===== src/rtl/pwm_ls_pkg.sv =====
package pwm_ls_pkg;
  localparam int CB_EN     = 0;
  localparam int CB_CONT   = 1;
  localparam int CB_ACTHI  = 3;
  localparam int CB_IDLEHI = 4;
  localparam int CB_ALIGN  = 5;
  localparam int CB_LOCK   = 6;
  localparam int CB_LP     = 8;
  localparam int CTRL_W    = 9;
  localparam logic [CTRL_W-1:0] CTRL_MASK = 9'h17B;

  localparam logic [3:0] OFS_COUNT  = 4'h0;
  localparam logic [3:0] OFS_PERIOD = 4'h4;
  localparam logic [3:0] OFS_DUTY   = 4'h8;
  localparam logic [3:0] OFS_CTRL   = 4'hC;

  function automatic logic chan_running(input logic [CTRL_W-1:0] c);
    return c[CB_EN] & c[CB_CONT] & ~c[CB_ALIGN] & ~c[CB_LP];
  endfunction

  function automatic logic chan_locked(input logic [CTRL_W-1:0] c);
    return c[CB_LOCK];
  endfunction
endpackage


===== src/rtl/pwm_ls_regbank.sv =====
module pwm_ls_regbank
  import pwm_ls_pkg::*;
#(
  parameter int DW = 32,
  parameter int AW = 4
) (
  input  logic              clk,
  input  logic              rst_n,
  input  logic              wr,
  input  logic [AW-1:0]     addr,
  input  logic [DW-1:0]     wdata,
  input  logic [DW-1:0]     live_cnt,
  output logic [DW-1:0]     rdata,
  output logic [DW-1:0]     stg_period,
  output logic [DW-1:0]     stg_duty,
  output logic [CTRL_W-1:0] ctrl_q
);
  always_ff @(posedge clk) begin
    if (!rst_n) begin
      stg_period <= '0;
      stg_duty   <= '0;
      ctrl_q     <= '0;
    end else if (wr) begin
      case (addr)
        OFS_PERIOD: stg_period <= wdata;
        OFS_DUTY:   stg_duty   <= wdata;
        OFS_CTRL:   ctrl_q     <= wdata[CTRL_W-1:0] & CTRL_MASK;
        default:    ;
      endcase
    end
  end

  always_comb begin
    case (addr)
      OFS_COUNT:  rdata = live_cnt;
      OFS_PERIOD: rdata = stg_period;
      OFS_DUTY:   rdata = stg_duty;
      OFS_CTRL:   rdata = {{(DW-CTRL_W){1'b0}}, ctrl_q};
      default:    rdata = '0;
    endcase
  end
endmodule


===== src/rtl/pwm_ls_shadow.sv =====
module pwm_ls_shadow #(
  parameter int DW = 32
) (
  input  logic          clk,
  input  logic          rst_n,
  input  logic          load,
  input  logic [DW-1:0] stg_period,
  input  logic [DW-1:0] stg_duty,
  input  logic          stg_hi,
  input  logic          stg_lo,
  output logic [DW-1:0] act_period,
  output logic [DW-1:0] act_duty,
  output logic          act_hi,
  output logic          act_lo
);
  always_ff @(posedge clk) begin
    if (!rst_n) begin
      act_period <= '0;
      act_duty   <= '0;
      act_hi     <= 1'b0;
      act_lo     <= 1'b0;
    end else if (load) begin
      act_period <= stg_period;
      act_duty   <= stg_duty;
      act_hi     <= stg_hi;
      act_lo     <= stg_lo;
    end
  end
endmodule


===== src/rtl/pwm_ls_counter.sv =====
module pwm_ls_counter #(
  parameter int DW = 32
) (
  input  logic          clk,
  input  logic          rst_n,
  input  logic          run,
  input  logic [DW-1:0] period,
  output logic [DW-1:0] cnt,
  output logic          wrap
);
  localparam int XW = DW + 1;

  function automatic logic at_last(input logic [DW-1:0] c, input logic [DW-1:0] p);
    logic [XW-1:0] nxt;
    nxt = {1'b0, c} + XW'(1);
    return nxt >= {1'b0, p};
  endfunction

  assign wrap = run && at_last(cnt, period);

  always_ff @(posedge clk) begin
    if (!rst_n)          cnt <= '0;
    else if (!run||wrap) cnt <= '0;
    else                 cnt <= cnt + DW'(1);
  end
endmodule


===== src/rtl/pwm_lockshadow.sv =====
module pwm_lockshadow
  import pwm_ls_pkg::*;
#(
  parameter int DW = 32,
  parameter int AW = 4
) (
  input  logic          clk,
  input  logic          rst_n,
  input  logic          reg_wr,
  input  logic [AW-1:0] reg_addr,
  input  logic [DW-1:0] reg_wdata,
  output logic [DW-1:0] reg_rdata,
  output logic          pwm_out
);
  logic [DW-1:0]     stg_period, stg_duty, act_period, act_duty, cnt_q;
  logic [CTRL_W-1:0] ctrl_q;
  logic              act_hi, act_lo;
  logic              run_w, lock_w, wrap_w, commit_w;

  function automatic logic phase_level(input logic [DW-1:0] c, input logic [DW-1:0] d,
                                       input logic hi, input logic lo);
    return (c < d) ? hi : lo;
  endfunction

  assign run_w    = chan_running(ctrl_q);
  assign lock_w   = chan_locked(ctrl_q);
  assign commit_w = (!run_w || wrap_w) && !lock_w;

  pwm_ls_regbank #(.DW(DW), .AW(AW)) u_regs (
    .clk(clk), .rst_n(rst_n), .wr(reg_wr), .addr(reg_addr), .wdata(reg_wdata),
    .live_cnt(cnt_q), .rdata(reg_rdata), .stg_period(stg_period),
    .stg_duty(stg_duty), .ctrl_q(ctrl_q)
  );

  pwm_ls_shadow #(.DW(DW)) u_shadow (
    .clk(clk), .rst_n(rst_n), .load(commit_w),
    .stg_period(stg_period), .stg_duty(stg_duty),
    .stg_hi(ctrl_q[CB_ACTHI]), .stg_lo(ctrl_q[CB_IDLEHI]),
    .act_period(act_period), .act_duty(act_duty), .act_hi(act_hi), .act_lo(act_lo)
  );

  pwm_ls_counter #(.DW(DW)) u_cnt (
    .clk(clk), .rst_n(rst_n), .run(run_w), .period(act_period),
    .cnt(cnt_q), .wrap(wrap_w)
  );

  assign pwm_out = run_w ? phase_level(cnt_q, act_duty, act_hi, act_lo) : act_lo;
endmodule


===== config.mk =====
export PLATFORM = sky130hd
export DESIGN_NAME = pwm_lockshadow
export DESIGN_NICKNAME = d
export VERILOG_FILES = /design/src/rtl/pwm_ls_pkg.sv /design/src/rtl/pwm_ls_regbank.sv /design/src/rtl/pwm_ls_shadow.sv /design/src/rtl/pwm_ls_counter.sv /design/src/rtl/pwm_lockshadow.sv
export SDC_FILE = /design/constraint.sdc
export NUM_CORES = 1
export LEC_CHECK = 0
export CAP_MARGIN = 20
export CORE_ASPECT_RATIO = 1.2
export CORE_MARGIN = 1.5
export CORE_UTILIZATION = 58
export DETAILED_ROUTE_END_ITERATION = 10
export DONT_BUFFER_PORTS = 1
export PLACE_DENSITY = 0.76
export SLEW_MARGIN = 5
export SYNTH_ARGS = -nofsm -noshare
export SYNTH_HDL_FRONTEND = slang
export SYNTH_SLANG_ARGS = --single-unit

===== constraint.sdc =====
create_clock -name clk -period 3.1 [get_ports clk]
set_input_delay 0.465 -clock clk [delete_from_list [all_inputs] [get_ports clk]]
set_output_delay 0.465 -clock clk [all_outputs]
set_load 0.05 [all_outputs]

==> results of run 1 <==
[cells by family after synthesis]
logic type | share of synthesized area
AOI/OAI and AO/OA | 0.145
xor gates and xnor gates | 0.0295
adders and majority gates | 0.0900
buffers and inverters | 0.0723
DFF | 0.380
muxes | 0.0767
and+or+nand+nor | 0.206
[power breakdown]
| group | switching [uW] | total [uW] | internal [uW] |
|---|---|---|---|
| clock | 950 | 2230 | 1280 |
| sequential | 13.2 | 2200 | 2190 |
| combinational | 77.3 | 143 | 65.9 |
[state kept, by name, indices dropped and copies added (netlist names)]
register             count
u_regs.stg_duty         32
u_shadow.act_lo          1
u_shadow.act_duty       32
u_shadow.act_hi          1
u_regs.stg_period       32
u_shadow.act_period     32
u_regs.ctrl_q            7
u_cnt.cnt               32
[synthesized netlist by cell type, types with 2 or more instances]
master,n,area share
a222oi_1,25,0.028
nand2_1,294,0.12
a21boi_1,10,0.0084
a221o_1,8,0.0090
nor4b_2,2,0.0034
o21ai_0,7,0.0039
or2_2,2,0.0014
and3_1,9,0.0063
xor2_1,13,0.013
a211oi_1,3,0.0025
buf_4,2,0.0017
nand2b_1,3,0.0021
dfxtp_1,169,0.38
xnor2_1,17,0.017
nand4_1,17,0.012
a21oi_1,18,0.010
buf_12,4,0.0090
a41oi_1,2,0.0020
o21a_1,3,0.0025
inv_1,92,0.039
a21o_1,8,0.0068
clkbuf_1,49,0.021
nor2_1,16,0.0068
a21boi_0,61,0.051
nand3_1,22,0.012
and2_0,2,0.0014
ha_1,64,0.090
mux2i_1,67,0.075
nor4_1,3,0.0021
nor2b_1,32,0.023
o211ai_1,3,0.0025
a221oi_1,3,0.0030
nor3_1,3,0.0017
a22o_1,7,0.0069
and4_1,6,0.0059
[worst min path at each step]
stage	startpoint	endpoint	slack (ns)	depth (start not counted)
floorplan	u_shadow.act_duty[10]	u_shadow.act_duty[10]	0.43	2
finish	reg_wdata[18]	u_regs.stg_duty[18]	0.15	2
global placement	u_shadow.act_duty[0]	u_shadow.act_duty[0]	0.44	2
CTS	reg_wdata[20]	u_regs.stg_duty[20]	0.15	2
global route	reg_wdata[26]	u_regs.stg_duty[26]	0.14	2
detailed placement	u_shadow.act_period[7]	u_shadow.act_period[7]	0.45	2
[timing repair]
| item | in CTS | in global routing |
|---|---|---|
| endpoints found under the hold margin | 0 | 0 |
| buffers inserted | 8 | 10 |
| gates cloned | 2 | 6 |
| pin swaps | 20 | 27 |
| gates resized for setup | 46 | 38 |
| setup endpoints to repair | 99 | 99 |
[layer usage]
| metal | wire length, um | vias up | GRT usage |
|---|---|---|---|
| met5 | 0 | - | 0 |
| met2 | 11700 | 261 | 0.473 |
| li1 | - | 3726 | - |
| met4 | 574 | 0 | 0.0924 |
| met1 | 10300 | 3747 | 0.371 |
| met3 | 1390 | 55 | 0.0594 |
[layout make-up]
class                           count  area share
Sequential cell                   169       0.313
Clock buffer                       17      0.0391
Multi-Input combinational cell    743       0.485
Timing Repair Buffer              101      0.0906
Inverter                           93      0.0321
Tap cell                          204      0.0235
Clock inverter                     15      0.0173
[stage by stage]
| step | hold WS [ns] | utilization | cells |
|---|---|---|---|
| 2_1_floorplan | 0.435 | - | 1062 |
| 3_3_place_gp | 0.442 | 0.636 | 1285 |
| 3_5_place_dp | 0.447 | 0.636 | 1285 |
| 4_1_cts | 0.147 | 0.700 | 1326 |
| 5_1_grt | 0.142 | 0.724 | 1342 |
| 6_report | 0.151 | 0.724 | 1342 |
==> results_dict.tcl, run 1 <==
set metrics [dict create \
    nNetsFinal 1228 \
    yosysSeqAreaShare 0.380 \
    cp_num_cells 19 \
    r2r-start "u_cnt.cnt[0]" \
    antenna_found_initial 0 \
    p_leak_uw 0.00473 \
    cts.clk_slew.worst_paths_ns 0.07 \
    area_delta_synth_final_pct 22.2 \
    final_common_cell "nand2_1" \
    slew_headroom 0.647 \
    reg2reg_depth 19 \
    place_area_um2 9550 \
    drive_above_1_share 0.178 \
    cp_max_fo 9 \
    wirelength_um 24000 \
    drtIter0Drc 648 \
    drv_cap 0 \
    status "finished, violations left" \
    cts_tree "yes" \
    violations "negative setup slack" \
    io_pins 72 \
    drc_errors 0 \
    dieHeight_um 139 \
    syn-cell-area_um2 8900 \
    critPathKind "flop to flop" \
    required_ns 3.46 \
    grt_pass1_vias 7436 \
    seq_area_um2 3400 \
    clock_latency_ns 0.44 \
    startpoint "u_cnt.cnt[0]" \
    antenna_cells 0 \
    drtAntennaViolNets 0 \
    fin_area_um2 10900 \
    hp-class "input port to flop" \
    port_buffers 0 \
    vias 7789 \
    tightest_slew_ns 0.529 \
    final_cell_mix "291 x nand2_1, 156 x dfxtp_1, 91 x inv_1" \
    clkSinkCount 169 \
    powerDensity_nw_per_um2 421 \
    cts-root-buf "clkbuf_16" \
    setup_slack_ns -0.568 \
    slowest_delay_ns 0.37 \
    fp.dieW_um 116 \
    crit_chain "ha_4 -> nand3_4 -> nor2_4 -> nand2_4 -> nor3_4 -> nand4_1 -> xnor2_1 -> ha_1 -> nand4_1 -> buf_4 -> inv_2 -> a221oi_4 -> buf_4 -> a21oi_2 -> a211oi_2 -> a211oi_4 -> buf_12 -> buf_16 -> mux2i_1" \
    syn_avg_cell_area_um2 8.38 \
    maxSlewViolCount 0 \
    endpoint "u_shadow.act_period[6]" \
    detail_route.wl_per_cell_um 17.9 \
    worst_setup_path_end_kind "flop" \
    skew_ns 0.00907 \
    die_area_um2 16100 \
    rsz0062_at_grt "yes" \
    core-area_um2 15000 \
    grt_max_degree 205 \
    place_ws_ns -0.437 \
    grt_pass1_wl_um 36600 \
    synth.distinct_cells 51 \
    crit_slowest_cell "dfxtp_2" \
    r2r_setup_slack_ns -0.57 \
    htree_levels 4 \
    cpLargestDelayFamily "simple AND/OR/NAND/NOR gates" \
    synth_cells 1062 \
    period_share 1.18 \
    yosysWarnings 0 \
    gp_congestion 0.883 \
    vdd_ir_drop_max_uv 319 \
    total_power_uw 4580 \
    critPathBufInv 5 \
    final-hold-violation-count 0 \
    initial_utilization 0.592 \
    r2r_end "u_shadow.act_period[6]" \
    crit_arrival_ns 4.03 \
    viasPerCell 5.80 \
    synth-seq-cells 169 \
    hpwl_um 14700 \
    rows 49 \
    startpoint_type "flop" \
    ctsHoldBuffers 0 \
    cts.path.max_buffers 2 \
    fmax_mhz 273 \
    n_fill_cell 1047 \
    synth_edf_count 0 \
    grt_use_total 0.286 \
    synth_flop_cell "dfxtp_1" \
    dr.pass1.iters 6 \
    multi_input_area_um2 5270 \
    gr-total-overflow 0 \
    fin_tns_setup_ns -48.44 \
    synth_fp_nets 1165 \
    final-setup-viol-count 99 \
    cts_buffers 17 \
    async_reset_ff_frac 0 \
    layout_min_cycle_time_ns 3.67 \
]
Power figures use the tool's default switching activity.
==> run 2, diff against run 1 <==
--- a/config.mk
+++ b/config.mk
@@ -12,7 +12,9 @@
 export DETAILED_ROUTE_END_ITERATION = 10
 export DONT_BUFFER_PORTS = 1
 export PLACE_DENSITY = 0.76
+export SKIP_CTS_REPAIR_TIMING = 1
 export SLEW_MARGIN = 5
 export SYNTH_ARGS = -nofsm -noshare
 export SYNTH_HDL_FRONTEND = slang
+export SYNTH_HIERARCHICAL = 1
 export SYNTH_SLANG_ARGS = --single-unit
==> run 2 against run 1 <==
The run still ends with negative setup slack left. Setup slack worse by 0.16 ns. Sequential share of layout area down 1.3 points. Die area up 5.9%. Non-clock buffer count up 21. Clock skew up 0.0012 ns.
==> results_dict.tcl, run 2 <==
set metrics [dict create \
    total_power_uw 4480 \
    synth_fp_nets 1082 \
    yosysWarnings 6 \
    wirelength_um 24700 \
    critPathBufInv 4 \
    startpoint_type "flop" \
    gr-total-overflow 0 \
    vdd_ir_drop_max_uv 356 \
    detail_route.wl_per_cell_um 19.1 \
    htree_levels 4 \
    drive_above_1_share 0.236 \
    status "finished, violations left" \
    clkSinkCount 169 \
    setup_slack_ns -0.732 \
    cts.clk_slew.worst_paths_ns 0.07 \
    seq_area_um2 3410 \
    synth_cells 979 \
    r2r-start "u_cnt/cnt[3]" \
    cts-root-buf "clkbuf_16" \
    fp.dieW_um 119 \
    slew_headroom 0.272 \
    critPathKind "flop to flop" \
    required_ns 3.41 \
    place_ws_ns -0.555 \
    fin_area_um2 11400 \
    r2r_end "u_shadow/act_period[19]" \
    final_cell_mix "157 x mux2i_1, 152 x dfxtp_1, 130 x nand2_1" \
    r2r_setup_slack_ns -0.73 \
    place_inst 1240 \
    hp-class "input port to flop" \
    maxSlewViolCount 0 \
    hp-start "rst_n" \
    skew_ns 0.0102 \
    grt_pass1_wl_um 35500 \
    period_share 1.24 \
    nNetsFinal 1174 \
    dieHeight_um 143 \
    crit_arrival_ns 4.14 \
    vias 7392 \
    startpoint "u_cnt/cnt[3]" \
    initial_utilization 0.598 \
    grt_max_degree 171 \
    place_area_um2 10300 \
    rows 50 \
    antenna_cells 0 \
    viasPerCell 5.73 \
    crit_top_cell "buf_12" \
    rsz0062_at_grt "yes" \
    cts.path.max_buffers 2 \
    grt_use_total 0.265 \
    clock_latency_ns 0.43 \
    area_delta_synth_final_pct 20.6 \
    whs_endpoint "u_shadow/act_duty[10]" \
    dr.pass1.iters 5 \
    crit_slowest_cell "dfxtp_2" \
    final-setup-viol-count 99 \
    fmax_mhz 261 \
    worst_setup_path_end_kind "flop" \
    gp_congestion 0.878 \
    syn-cell-area_um2 9430 \
    antenna_found_initial 0 \
    hpwl_um 15300 \
    p_leak_uw 0.00519 \
    multi_input_area_um2 5640 \
    cp_max_fo 7 \
    cts_buffers 17 \
    violations "negative setup slack" \
    drc_errors 0 \
    die_area_um2 17000 \
    drtIter0Drc 471 \
    final-hold-violation-count 0 \
    cpLargestDelayFamily "simple AND/OR/NAND/NOR gates" \
    tightest_slew_ns 1.09 \
    final_common_cell "mux2i_1" \
    core-area_um2 15800 \
    powerDensity_nw_per_um2 394 \
    syn_avg_cell_area_um2 9.63 \
    layout_min_cycle_time_ns 3.83 \
    slowest_delay_ns 0.33 \
    n_fill_cell 1102 \
    grt_pass1_vias 7240 \
    whs_path_depth 1 \
    fin_tns_setup_ns -60.34 \
    drtAntennaViolNets 0 \
    crit_chain "and4_4 -> nand4_4 -> nor3_4 -> buf_12 -> buf_6 -> nand3_4 -> xnor2_2 -> ha_1 -> nand4_1 -> nor4_4 -> nand2_1 -> a41o_1 -> a21boi_2 -> nor2_2 -> nor2_4 -> buf_12 -> clkbuf_16 -> mux2i_1 -> nor2b_1" \
    port_buffers 0 \
    io_pins 72 \
    cts_tree "yes" \
    finalNonFillerCells 1291 \
    drv_cap 0 \
    reg2reg_depth 19 \
]
run 2: worst max path at each step:
stage	endpoint	slack, ns	depth (start not counted)
after floorplan	u_shadow/act_duty[21]	-0.13	18
after CTS	u_shadow/act_duty[16]	-0.61	17
after global placement	u_shadow/act_duty[12]	-0.51	17
after detailed placement	u_shadow/act_period[12]	-0.55	17
final	u_shadow/act_period[19]	-0.73	19
after global routing	u_shadow/act_period[19]	-0.83	18
run 2: power by group:
part | switching [uW] | internal [uW]
Sequential | 13.7 | 2190
Clock | 860 | 1220
Combinational | 93.0 | 97.0
run 2: area by class of cell:
| class | count | share of cell area |
|---|---|---|
| clock buffer | 24 | 0.0450 |
| clock inverter | 7 | 0.00572 |
| inverter | 69 | 0.0228 |
| multi-input combinational | 692 | 0.496 |
| sequential | 169 | 0.300 |
| tap | 208 | 0.0229 |
| timing repair buffer | 122 | 0.108 |
run 2: through the flow:
stage / utilization / hold slack [ns]
after floorplan: - / 0.444
after global routing: 0.721 / 0.175
after CTS: 0.687 / 0.167
final: 0.721 / 0.188
after global placement: 0.650 / 0.458
after detailed placement: 0.650 / 0.466
run 2: per-layer routing:
layer | wire (um) | vias to the layer above | GRT usage
met3 | 969 | 69 | 0.0443
met4 | 926 | 0 | 0.109
met2 | 12800 | 187 | 0.493
met5 | 0 | - | 0
met1 | 9990 | 3609 | 0.301
li1 | - | 3527 | -
==> run 3, diff against run 2 <==
--- a/config.mk
+++ b/config.mk
@@ -5,13 +5,13 @@
 export SDC_FILE = /design/constraint.sdc
 export NUM_CORES = 1
 export LEC_CHECK = 0
+export BUFFER_PORTS_ARGS = -buffer_cell sky130_fd_sc_hd__buf_2
 export CAP_MARGIN = 20
 export CORE_ASPECT_RATIO = 1.2
 export CORE_MARGIN = 1.5
-export CORE_UTILIZATION = 58
+export CORE_UTILIZATION = 55
 export DETAILED_ROUTE_END_ITERATION = 10
-export DONT_BUFFER_PORTS = 1
-export PLACE_DENSITY = 0.76
+export PLACE_DENSITY = 0.77
 export SKIP_CTS_REPAIR_TIMING = 1
 export SLEW_MARGIN = 5
 export SYNTH_ARGS = -nofsm -noshare
==> run 3 against run 2 <==
Die area up 5.3%. Largest power group unchanged. Setup slack got worse by 0.0061 ns. The flow still finishes with violations (negative setup slack). First-iteration DRC count down 26%. Power up 2.9%. Design area fell by 1.1%. Global-route usage shrank 0.71 points. Core utilization fell by 5.4 points.
==> results_dict.tcl, run 3 (synthesis results as in run 2) <==
set metrics [dict create \
    clkSinkCount 169 \
    htree_levels 4 \
    slowest_delay_ns 0.34 \
    cts.clk_slew.worst_paths_ns 0.06 \
    worst_setup_path_end_kind "flop" \
    tightest_slew_ns 0.637 \
    grt_pass1_wl_um 36300 \
    hp-class "input port to flop" \
    hpwl_um 16000 \
    startpoint_type "flop" \
    whs_path_depth 3 \
    io_pins 72 \
    cts_tree "yes" \
    area_delta_synth_final_pct 19.3 \
    cp_num_cells 18 \
    cts-root-buf "clkbuf_16" \
    gr-total-overflow 0 \
    vdd_ir_drop_max_uv 393 \
    final_common_cell "mux2i_1" \
    crit_chain "and4_4 -> nand4_4 -> nor3_4 -> buf_4 -> nand4_1 -> xnor2_2 -> ha_1 -> a21oi_1 -> o21ai_0 -> a21o_1 -> a311oi_2 -> a21boi_1 -> nor2_1 -> nor2_4 -> buf_12 -> clkbuf_16 -> mux2i_1 -> nor2b_1" \
    critPathKind "flop to flop" \
    gp_congestion 0.884 \
    fp.dieW_um 123 \
    final_cell_mix "161 x mux2i_1, 156 x dfxtp_1, 131 x nand2_1" \
    hold-worst-slack_ns 0.301 \
    n_fill_cell 1285 \
    p_leak_uw 0.00528 \
    r2r_setup_slack_ns -0.74 \
    fmax_mhz 261 \
    cts.path.max_buffers 2 \
    nNetsFinal 1212 \
    final-setup-viol-count 99 \
    skew_ns 0.0103 \
    layout_min_cycle_time_ns 3.84 \
    setup_slack_ns -0.738 \
    grt_max_degree 69 \
    rsz0062_at_grt "yes" \
    critPathBufInv 3 \
    multi_input_area_um2 5550 \
    place_area_um2 10400 \
    drv_cap 0 \
    crit_slowest_cell "dfxtp_4" \
    seq_area_um2 3400 \
    rows 52 \
    required_ns 3.41 \
    dr.pass1.iters 5 \
    final-hold-violation-count 0 \
    drtIter0Drc 347 \
    port_buffers 71 \
    maxSlewViolCount 0 \
    status "finished, violations left" \
    antenna_cells 0 \
    reg2reg_depth 18 \
    detail_route.wl_per_cell_um 17.4 \
    violations "negative setup slack" \
    die_area_um2 17900 \
    drc_errors 0 \
    cpLargestDelayFamily "simple AND/OR/NAND/NOR gates" \
    drtAntennaViolNets 0 \
    dieHeight_um 146 \
    crit_arrival_ns 4.15 \
    initial_utilization 0.560 \
    wirelength_um 23200 \
    cts_buffers 17 \
    grt_use_total 0.258 \
    powerDensity_nw_per_um2 410 \
    vias 7390 \
    antenna_found_initial 0 \
    cp_max_fo 10 \
    drive_above_1_share 0.243 \
    fin_area_um2 11200 \
    clock_latency_ns 0.43 \
    slew_headroom 0.574 \
    viasPerCell 5.53 \
    core-area_um2 16900 \
    total_power_uw 4610 \
    grt_pass1_vias 7598 \
    period_share 1.24 \
]
[run 3: final timing paths]
path | to | startpoint
setup / recovery | u_shadow/act_period[19] | u_cnt/cnt[13]
hold / removal | u_regs/stg_period[22] | reg_wdata[22]
setup reg to reg | u_shadow/act_period[19] | u_cnt/cnt[13]
hold reg to reg | u_regs/stg_duty[0] | u_regs/stg_duty[0]
[run 3: per-layer routing]
layer  wire length, um  track usage  vias to the layer above
met4               861        0.112                        0
li1                  -            -                     3584
met1              9360        0.291                     3584
met3               815       0.0469                       59
met2             12200        0.468                      163
met5                 0            0                        -
[run 3: area by class of cell]
type / count / area share
Clock inverter: 8 / 0.0107
Timing Repair Buffer: 160 / 0.105
Multi-Input combinational cell: 692 / 0.494
Inverter: 69 / 0.0230
Tap cell: 216 / 0.0240
Sequential cell: 169 / 0.302
Clock buffer: 23 / 0.0416
[run 3: report_power, final]
group	internal (uW)	leakage, uW	switching [uW]
Combinational	112	0.00363	148
Clock	1300	0.000283	844
Sequential	2190	0.00137	13.5
[run 3: tightest hold or removal path: cells and delay by family]
family / cells / cell delay (ns)
simple gates: 1 / 0.06
mux: 1 / 0.06
buf+inv: 1 / 0.10
[run 3: stage by stage]
stage / TNS, ns / worst slack, ns / util / instances
after floorplan: -8.52 / -0.130 / - / 979
after global placement: -39.64 / -0.463 / 0.618 / 1294
final: -52.66 / -0.738 / 0.667 / 1337
after detailed placement: -43.99 / -0.544 / 0.618 / 1294
after global routing: -64.87 / -0.837 / 0.667 / 1337
after CTS: -50.27 / -0.621 / 0.653 / 1325
